### src/rtl/uart_fb_pkg.sv
`timescale 1ns/1ps
package uart_fb_pkg;
  localparam int unsigned OFS_DATA = 32'h00;
  localparam int unsigned OFS_FLAG = 32'h18;
  localparam int unsigned OFS_IBRD = 32'h24;
  localparam int unsigned OFS_FBRD = 32'h28;
  localparam int unsigned OFS_LCTL = 32'h2C;
  localparam int unsigned OFS_CTRL = 32'h30;
  localparam int unsigned OFS_ICLR = 32'h44;

  localparam int FLAG_TXFULL  = 5;
  localparam int FLAG_RXEMPTY = 4;
  localparam int LCTL_FIFO    = 4;
  localparam int LCTL_WLEN    = 5;
  localparam int CTRL_EN      = 0;
  localparam int CTRL_TXE     = 8;
  localparam int CTRL_RXE     = 9;

  localparam int DW   = 8;
  localparam int NB_W = 4;

  typedef enum logic [1:0] {S_IDLE, S_START, S_DATA, S_STOP} ser_state_e;

  typedef struct packed {
    logic          ferr;
    logic [DW-1:0] data;
  } rx_word_t;
endpackage

### src/rtl/uart_fb_baud.sv
`timescale 1ns/1ps
module uart_fb_baud #(
  parameter int IBRD_W = 16,
  parameter int FBRD_W = 6
) (
  input  logic              clk_i,
  input  logic              rst_ni,
  input  logic              en_i,
  input  logic [IBRD_W-1:0] ibrd_i,
  input  logic [FBRD_W-1:0] fbrd_i,
  output logic              tick_o
);
  localparam int CW = IBRD_W + 1;

  logic [CW-1:0]     cnt_q, period;
  logic [FBRD_W-1:0] acc_q;
  logic              extra_q, run, wrap;

  assign run    = en_i && (ibrd_i != '0);
  assign period = {1'b0, ibrd_i} + CW'(extra_q);
  assign wrap   = (cnt_q + 1'b1) >= period;
  assign tick_o = run && wrap;

  always_ff @(posedge clk_i or negedge rst_ni) begin
    if (!rst_ni) begin
      cnt_q   <= '0;
      acc_q   <= '0;
      extra_q <= 1'b0;
    end else if (!run) begin
      cnt_q   <= '0;
      acc_q   <= '0;
      extra_q <= 1'b0;
    end else if (wrap) begin
      cnt_q            <= '0;
      {extra_q, acc_q} <= {1'b0, acc_q} + {1'b0, fbrd_i};
    end else begin
      cnt_q <= cnt_q + 1'b1;
    end
  end
endmodule

### src/rtl/uart_fb_fifo.sv
`timescale 1ns/1ps
module uart_fb_fifo #(
  parameter int W     = 8,
  parameter int DEPTH = 4
) (
  input  logic         clk_i,
  input  logic         rst_ni,
  input  logic         single_i,
  input  logic         push_i,
  input  logic [W-1:0] din_i,
  input  logic         pop_i,
  output logic [W-1:0] dout_o,
  output logic         full_o,
  output logic         empty_o
);
  localparam int AW = (DEPTH > 1) ? $clog2(DEPTH) : 1;

  logic [W-1:0]  mem_q [DEPTH];
  logic [AW-1:0] wp_q, rp_q;
  logic [AW:0]   cnt_q;
  logic          do_push, do_pop;

  assign empty_o = (cnt_q == '0);
  assign full_o  = single_i ? !empty_o : (cnt_q == (AW+1)'(DEPTH));
  assign do_push = push_i && !full_o;
  assign do_pop  = pop_i && !empty_o;
  assign dout_o  = mem_q[rp_q];

  always_ff @(posedge clk_i) begin
    if (do_push) mem_q[wp_q] <= din_i;
  end

  always_ff @(posedge clk_i or negedge rst_ni) begin
    if (!rst_ni) begin
      wp_q  <= '0;
      rp_q  <= '0;
      cnt_q <= '0;
    end else begin
      if (do_push) wp_q <= (wp_q == AW'(DEPTH-1)) ? '0 : wp_q + 1'b1;
      if (do_pop)  rp_q <= (rp_q == AW'(DEPTH-1)) ? '0 : rp_q + 1'b1;
      cnt_q <= cnt_q + (AW+1)'(do_push) - (AW+1)'(do_pop);
    end
  end
endmodule

### src/rtl/uart_fb_tx.sv
`timescale 1ns/1ps
module uart_fb_tx import uart_fb_pkg::*; #(
  parameter int OSR = 16
) (
  input  logic            clk_i,
  input  logic            rst_ni,
  input  logic            tick_i,
  input  logic            go_i,
  input  logic            avail_i,
  input  logic [DW-1:0]   data_i,
  input  logic [NB_W-1:0] nbits_i,
  output logic            pop_o,
  output logic            busy_o,
  output logic            tx_o
);
  localparam int TW = $clog2(OSR);

  ser_state_e      st_q;
  logic [TW-1:0]   tc_q;
  logic [DW-1:0]   sh_q;
  logic [NB_W-1:0] nb_q, bn_q;
  logic            last;

  assign last   = tick_i && (tc_q == TW'(OSR-1));
  assign pop_o  = (st_q == S_IDLE) && go_i && avail_i;
  assign busy_o = (st_q != S_IDLE);

  always_comb begin
    unique case (st_q)
      S_START: tx_o = 1'b0;
      S_DATA:  tx_o = sh_q[0];
      default: tx_o = 1'b1;
    endcase
  end

  always_ff @(posedge clk_i or negedge rst_ni) begin
    if (!rst_ni) begin
      st_q <= S_IDLE;
      tc_q <= '0;
      sh_q <= '0;
      nb_q <= '0;
      bn_q <= '0;
    end else begin
      if (st_q != S_IDLE && tick_i) tc_q <= last ? '0 : tc_q + 1'b1;
      unique case (st_q)
        S_IDLE: if (pop_o) begin
          sh_q <= data_i;
          nb_q <= nbits_i;
          tc_q <= '0;
          st_q <= S_START;
        end
        S_START: if (last) begin
          bn_q <= '0;
          st_q <= S_DATA;
        end
        S_DATA: if (last) begin
          sh_q <= sh_q >> 1;
          if (bn_q == nb_q - 1'b1) st_q <= S_STOP;
          else                     bn_q <= bn_q + 1'b1;
        end
        default: if (last) st_q <= S_IDLE;
      endcase
    end
  end
endmodule

### src/rtl/uart_fb_rx.sv
`timescale 1ns/1ps
module uart_fb_rx import uart_fb_pkg::*; #(
  parameter int OSR = 16
) (
  input  logic            clk_i,
  input  logic            rst_ni,
  input  logic            tick_i,
  input  logic            go_i,
  input  logic            rx_i,
  input  logic [NB_W-1:0] nbits_i,
  output logic            push_o,
  output rx_word_t        word_o,
  output logic            busy_o
);
  localparam int TW = $clog2(OSR);

  ser_state_e      st_q;
  logic [TW-1:0]   tc_q;
  logic [DW-1:0]   sh_q;
  logic [NB_W-1:0] nb_q, bn_q;
  logic            prev_q, last, mid;

  assign last   = tick_i && (tc_q == TW'(OSR-1));
  assign mid    = tick_i && (tc_q == TW'(OSR/2-1));
  assign busy_o = (st_q != S_IDLE);

  always_ff @(posedge clk_i or negedge rst_ni) begin
    if (!rst_ni) begin
      st_q   <= S_IDLE;
      tc_q   <= '0;
      sh_q   <= '0;
      nb_q   <= '0;
      bn_q   <= '0;
      prev_q <= 1'b1;
      push_o <= 1'b0;
      word_o <= '0;
    end else begin
      prev_q <= rx_i;
      push_o <= 1'b0;
      unique case (st_q)
        S_IDLE: if (go_i && prev_q && !rx_i) begin
          tc_q <= '0;
          nb_q <= nbits_i;
          st_q <= S_START;
        end
        S_START: if (mid) begin
          tc_q <= '0;
          bn_q <= '0;
          st_q <= rx_i ? S_IDLE : S_DATA;
        end else if (tick_i) tc_q <= tc_q + 1'b1;
        S_DATA: if (last) begin
          tc_q <= '0;
          sh_q <= {rx_i, sh_q[DW-1:1]};
          if (bn_q == nb_q - 1'b1) st_q <= S_STOP;
          else                     bn_q <= bn_q + 1'b1;
        end else if (tick_i) tc_q <= tc_q + 1'b1;
        default: if (last) begin
          tc_q        <= '0;
          st_q        <= S_IDLE;
          push_o      <= 1'b1;
          word_o.ferr <= !rx_i;
          word_o.data <= sh_q >> (NB_W'(DW) - nb_q);
        end else if (tick_i) tc_q <= tc_q + 1'b1;
      endcase
    end
  end
endmodule

### src/rtl/uart_fracbaud.sv
`timescale 1ns/1ps
module uart_fracbaud import uart_fb_pkg::*; #(
  parameter int ADDR_W     = 12,
  parameter int FIFO_DEPTH = 4,
  parameter int IBRD_W     = 16,
  parameter int FBRD_W     = 6,
  parameter int OSR        = 16
) (
  input  logic              clk_i,
  input  logic              rst_ni,
  input  logic [ADDR_W-1:0] addr_i,
  input  logic              wr_en_i,
  input  logic              rd_en_i,
  input  logic [31:0]       wdata_i,
  output logic [31:0]       rdata_o,
  output logic              tx_o,
  input  logic              rx_i
);
  localparam logic [ADDR_W-1:0] A_DATA = ADDR_W'(OFS_DATA);
  localparam logic [ADDR_W-1:0] A_FLAG = ADDR_W'(OFS_FLAG);
  localparam logic [ADDR_W-1:0] A_IBRD = ADDR_W'(OFS_IBRD);
  localparam logic [ADDR_W-1:0] A_FBRD = ADDR_W'(OFS_FBRD);
  localparam logic [ADDR_W-1:0] A_LCTL = ADDR_W'(OFS_LCTL);
  localparam logic [ADDR_W-1:0] A_CTRL = ADDR_W'(OFS_CTRL);

  logic [IBRD_W-1:0] ibrd_q;
  logic [FBRD_W-1:0] fbrd_q;
  logic [1:0]        wlen_q;
  logic              fen_q, en_q, txe_q, rxe_q;
  logic              rx_s1_q, rx_s2_q;

  logic              sel_data, tx_go, rx_go, baud_tick;
  logic              tx_full, tx_empty, tx_pop, tx_busy;
  logic              rx_full, rx_empty, rx_pop, rx_push, rx_busy;
  logic [DW-1:0]     tx_head;
  logic [NB_W-1:0]   nbits;
  rx_word_t          rx_word, rx_head;
  logic              unused_wdata;

  assign unused_wdata = ^{wdata_i[31:16], rx_full};

  assign sel_data = (addr_i == A_DATA);
  assign tx_go    = en_q && txe_q;
  assign rx_go    = en_q && rxe_q;
  assign nbits    = NB_W'(5) + NB_W'(wlen_q);
  assign rx_pop   = rd_en_i && sel_data;

  always_ff @(posedge clk_i or negedge rst_ni) begin
    if (!rst_ni) begin
      ibrd_q <= '0;
      fbrd_q <= '0;
      wlen_q <= '0;
      fen_q  <= 1'b0;
      en_q   <= 1'b0;
      txe_q  <= 1'b0;
      rxe_q  <= 1'b0;
    end else if (wr_en_i) begin
      unique case (addr_i)
        A_IBRD: ibrd_q <= wdata_i[IBRD_W-1:0];
        A_FBRD: fbrd_q <= wdata_i[FBRD_W-1:0];
        A_LCTL: begin
          wlen_q <= wdata_i[LCTL_WLEN +: 2];
          fen_q  <= wdata_i[LCTL_FIFO];
        end
        A_CTRL: begin
          en_q  <= wdata_i[CTRL_EN];
          txe_q <= wdata_i[CTRL_TXE];
          rxe_q <= wdata_i[CTRL_RXE];
        end
        default: ;  // data handled by the FIFO, interrupt clear has no pending state
      endcase
    end
  end

  always_ff @(posedge clk_i or negedge rst_ni) begin
    if (!rst_ni) begin
      rx_s1_q <= 1'b1;
      rx_s2_q <= 1'b1;
    end else begin
      rx_s1_q <= rx_i;
      rx_s2_q <= rx_s1_q;
    end
  end

  always_comb begin
    rdata_o = '0;
    if (addr_i == A_DATA) begin
      if (!rx_empty) rdata_o[DW:0] = rx_head;
    end else if (addr_i == A_FLAG) begin
      rdata_o[FLAG_TXFULL]  = tx_full;
      rdata_o[FLAG_RXEMPTY] = rx_empty;
    end
  end

  uart_fb_baud #(.IBRD_W(IBRD_W), .FBRD_W(FBRD_W)) i_baud (
    .clk_i, .rst_ni,
    .en_i   (en_q || tx_busy || rx_busy),
    .ibrd_i (ibrd_q),
    .fbrd_i (fbrd_q),
    .tick_o (baud_tick)
  );

  uart_fb_fifo #(.W(DW), .DEPTH(FIFO_DEPTH)) i_txf (
    .clk_i, .rst_ni,
    .single_i (!fen_q),
    .push_i   (wr_en_i && sel_data),
    .din_i    (wdata_i[DW-1:0]),
    .pop_i    (tx_pop),
    .dout_o   (tx_head),
    .full_o   (tx_full),
    .empty_o  (tx_empty)
  );

  uart_fb_fifo #(.W(DW+1), .DEPTH(FIFO_DEPTH)) i_rxf (
    .clk_i, .rst_ni,
    .single_i (!fen_q),
    .push_i   (rx_push),
    .din_i    (rx_word),
    .pop_i    (rx_pop),
    .dout_o   (rx_head),
    .full_o   (rx_full),
    .empty_o  (rx_empty)
  );

  uart_fb_tx #(.OSR(OSR)) i_tx (
    .clk_i, .rst_ni,
    .tick_i  (baud_tick),
    .go_i    (tx_go),
    .avail_i (!tx_empty),
    .data_i  (tx_head),
    .nbits_i (nbits),
    .pop_o   (tx_pop),
    .busy_o  (tx_busy),
    .tx_o    (tx_o)
  );

  uart_fb_rx #(.OSR(OSR)) i_rx (
    .clk_i, .rst_ni,
    .tick_i  (baud_tick),
    .go_i    (rx_go),
    .rx_i    (rx_s2_q),
    .nbits_i (nbits),
    .push_o  (rx_push),
    .word_o  (rx_word),
    .busy_o  (rx_busy)
  );
endmodule

### config.mk
export PLATFORM = sky130hd
export DESIGN_NAME = uart_fracbaud
export DESIGN_NICKNAME = d
export VERILOG_FILES = /design/src/rtl/uart_fb_pkg.sv /design/src/rtl/uart_fb_baud.sv /design/src/rtl/uart_fb_fifo.sv /design/src/rtl/uart_fb_tx.sv /design/src/rtl/uart_fb_rx.sv /design/src/rtl/uart_fracbaud.sv
export SDC_FILE = /design/constraint.sdc
export NUM_CORES = 1
export LEC_CHECK = 0
export BUFFER_PORTS_ARGS = -buffer_cell sky130_fd_sc_hd__buf_2
export CORE_MARGIN = 1
export CORE_UTILIZATION = 39
export DETAILED_ROUTE_END_ITERATION = 8
export MAX_ROUTING_LAYER = met4
export PLACE_DENSITY = 0.59
export RECOVER_POWER = 100
export SLEW_MARGIN = 0
export SYNTH_ARGS = -nofsm -noshare
export SYNTH_HDL_FRONTEND = slang
export SYNTH_SLANG_ARGS = --single-unit
export TNS_END_PERCENT = 50
### constraint.sdc
create_clock -name clk_i -period 8.45 [get_ports clk_i]
set_input_delay 0 -clock clk_i [delete_from_list [all_inputs] [get_ports clk_i]]
set_output_delay 0 -clock clk_i [all_outputs]
set_load 0.02 [all_outputs]
==> metrics.txt <==
Slew @ Worst Pin 3193 ps; worst-path maximum fanout 11; Cell Pwr Density between 150 and 200 nW/um^2; Synth Warn # 0; Die W 160.5 microns; Die ar. 25750 sq um; outcome complete, but fails checks; chip height 160.5 microns; Clk network pwr share 0.394; average size of a mapped cell 12.16 sq um; Synth Register Bits 191; largest net degree at the start of global routing just under 70; Worst Setup End Kind flip-flop; Synth top area share 0.3067; Nets 967; Finish-stage setup viols 0; DR WL/cell 16.07 microns; Reg power frac 0.504; P_int 1447 uW; Post-synth EDFFs 68; clock tree buffer depth 2; startpoint types flip-flop; period utilization 0.5506; Psw 531.0 uW; DR pass1 iterations 5; Root Driver clkbuf_16; Primary FF master, synth dfrtp_1; proportion of layout cells with a drive suffix above 1 0.1437; gpl congestion 0.7738; setup TNS 0 ps; Netlist cell types 70; Remaining Overflow, GRT 0; Worst Skew 11.35 ps; Max Clock Freq 214.9 MHz; CTS sink cnt roughly 190; initial antenna violation count 0; RSZ-0062 raised after global routing false; register area share after synthesis 0.5233; share of flip-flops with an asynchronous set or reset 0.6440; final hold vios 0; failing checks max-capacitance violations, max-slew violations; Total GRT Usage 0.1657; Worst Setup SP ibrd_q[0]; post-DP HPWL about 14000 microns; Maximum Capacitance Violations 2; leak pwr 0.004690 uW; Worst Path Arrival 4980 ps; CTS Buf Count 17; Worst EP required around 8800 ps; drt via density 5.136; Crit Path Class flip-flop to flip-flop; critical hold path startpoint addr_i[3]; Fin Hold WS 41.36 ps; Max-slew headroom -1.129; Remaining DRCs 0; combinational fraction of design power 0.102; IO Pins 82; Starting Density 0.4003; Final ANT Viol Nets 0; Vias a little over 6000; Sw Share 0.2685; post-CTS sizing 0; hold crit path type input pin to flip-flop; Final Total Pwr a little under 2000 uW; clk_lat worst skew 440 ps; Core Box Area 24460 sq um; top cells by area, synth dfrtp_1 31%, edfxtp_1 21%, ha_1 6.5%, mux2_2 4.8%, mux4_2 4.1%; maximum VDD drop 0.0001201 V; clk slew on worst S/H paths 70 ps; FILL cells 2309; Routed WL 19300 microns; number of global-route vias before repair 6135; Synth-to-Final Area Change 11.21%; reg2reg start ibrd_q[0]; Gate Count Post-Synth approximately 810; Tmin final around 4700 ps; Netlist Area Pre-Place around 9800 sq um; first-pass GRT wire length 32460 microns; CTS tree yes; diode count 0; Synth area leader dfrtp_1; H-tree depth 4; Port Buf Inserts 42; Iter 0 DRT Violations 330; Pins Over Slew Limit 75; std cell rows 57
[worst max-delay path, stage by stage (launching register included)]
cell and delay (ps):
dfrtp_1 380, ha_1 210, ha_1 220, nand3_1 190, nor2_1 270, nand2_1 100
xor2_1 160, ha_1 320, a21oi_1 150, o21ai_0 120, a21oi_1 190, nand3_1 290
o21ai_0 1100, nor3_1 450, mux2_2 390
[repair_timing]
action	CTS	global route
hold buffers	19	0
endpoints found under the hold margin	118	0
setup buffers	0	0
[cells by family (layout without fill, tap and decap cells)]
group | count (synthesis) | count (layout) | synth area share
xor+xnor | 53 | 53 | 0.04881
mux | 82 | 82 | 0.1168
buf+inv | 81 | 131 | 0.04293
fa+ha+maj | 54 | 54 | 0.07130
flops | 191 | 191 | 0.5233
simple gates | 230 | 230 | 0.1245
other cells | 1 | 23 | 0.0003830
compound gates | 113 | 113 | 0.07207
[synth_stat cells, drive strengths merged (6+ instances only)]
library cell	instances
and2	14
nand3	22
nor3	11
a21oi	33
clkbuf	14
mux4	18
buf	33
o21ai	26
dfrtp	120
ha	51
xnor2	23
a21o	8
xor2	29
edfxtp	68
nand2	62
nor2	42
and3	22
nand2b	6
nor4	7
nand4	11
mux2	51
mux2i	13
inv	34
o22ai	15
nor2b	14
[cell usage in the layout, fill, tap and decap left out, types with 25 or more instances in the layout]
| cell type | Yosys | layout |
|---|---|---|
| dfrtp_1 | 120 | 120 |
| edfxtp_1 | 68 | 68 |
| mux2_2 | 42 | 42 |
| a21oi_1 | 33 | 33 |
| o21ai_0 | 23 | 25 |
| ha_1 | 51 | 51 |
| xor2_1 | 29 | 29 |
| inv_1 | 34 | 34 |
| nand2_1 | 61 | 61 |
| nor2_1 | 41 | 42 |
[final timing paths]
| path | to | slack (ps) | cells past startpoint |
|---|---|---|---|
| min in group asynchronous | i_rx.sh_q[0] | 1160 | 2 |
| worst max-delay path | i_rx.sh_q[3] | 3800 | 14 |
| worst min register to register | rx_s2_q | 370 | 0 |
| worst min-delay path | fen_q | 40 | 3 |
| max in group asynchronous | ibrd_q[12] | 5100 | 3 |
| worst max register to register | i_rx.sh_q[3] | 3800 | 14 |
[sequential cells by signal (all words and copies together), names as in the netlist, 6 cells and up]
signal        cells
fbrd_q            6
i_tx.sh_q         8
i_rx.sh_q         8
i_rx.word_o       9
ibrd_q           16
i_baud.cnt_q     17
i_txf.mem_q      32
i_rxf.mem_q      36
i_baud.acc_q      6
[routing by layer]
| metal | global-route usage | routed length (microns) | vias up |
|---|---|---|---|
| met4 | 0.04935 | 249 | 0 |
| met2 | 0.2550 | 9035 | 105 |
| met5 | - | 0 | - |
| li1 | - | - | 2992 |
| met3 | 0.02686 | 564 | 13 |
| met1 | 0.2254 | 9453 | 3058 |
[power groups by stage]
stage               Sequential, uW  Combinational (uW)  Clock (uW)
global placement              1010                 205           0
global route                  1000                 232         844
finish                         996                 202         780
detailed placement            1010                 209           0
floorplan                     1010                 152           0
CTS                            996                 215         800
[metrics by stage]
step	cell area, sq um	std cells	utilization	worst slack, ps
after floorplan	9874	827	-	5025
after global placement	10240	1150	0.4184	4302
after detailed placement	10240	1150	0.4184	4267
after CTS	11000	1201	0.4496	4207
after global routing	10890	1201	0.4451	3219
final	10890	1201	0.4451	3798
[area by class of cell]
cell class,count,area (sq um),area share
clock buffers,17,425.4,0.03907
clock inverters,15,146.4,0.01344
inverters,34,127.6,0.01172
multi-input cells,555,4258,0.3910
flip-flops and latches,191,5124,0.4705
well taps,324,405.4,0.03723
repair buffers,65,402.9,0.03700
No activity file was read; power rests on OpenSTA's default activity.
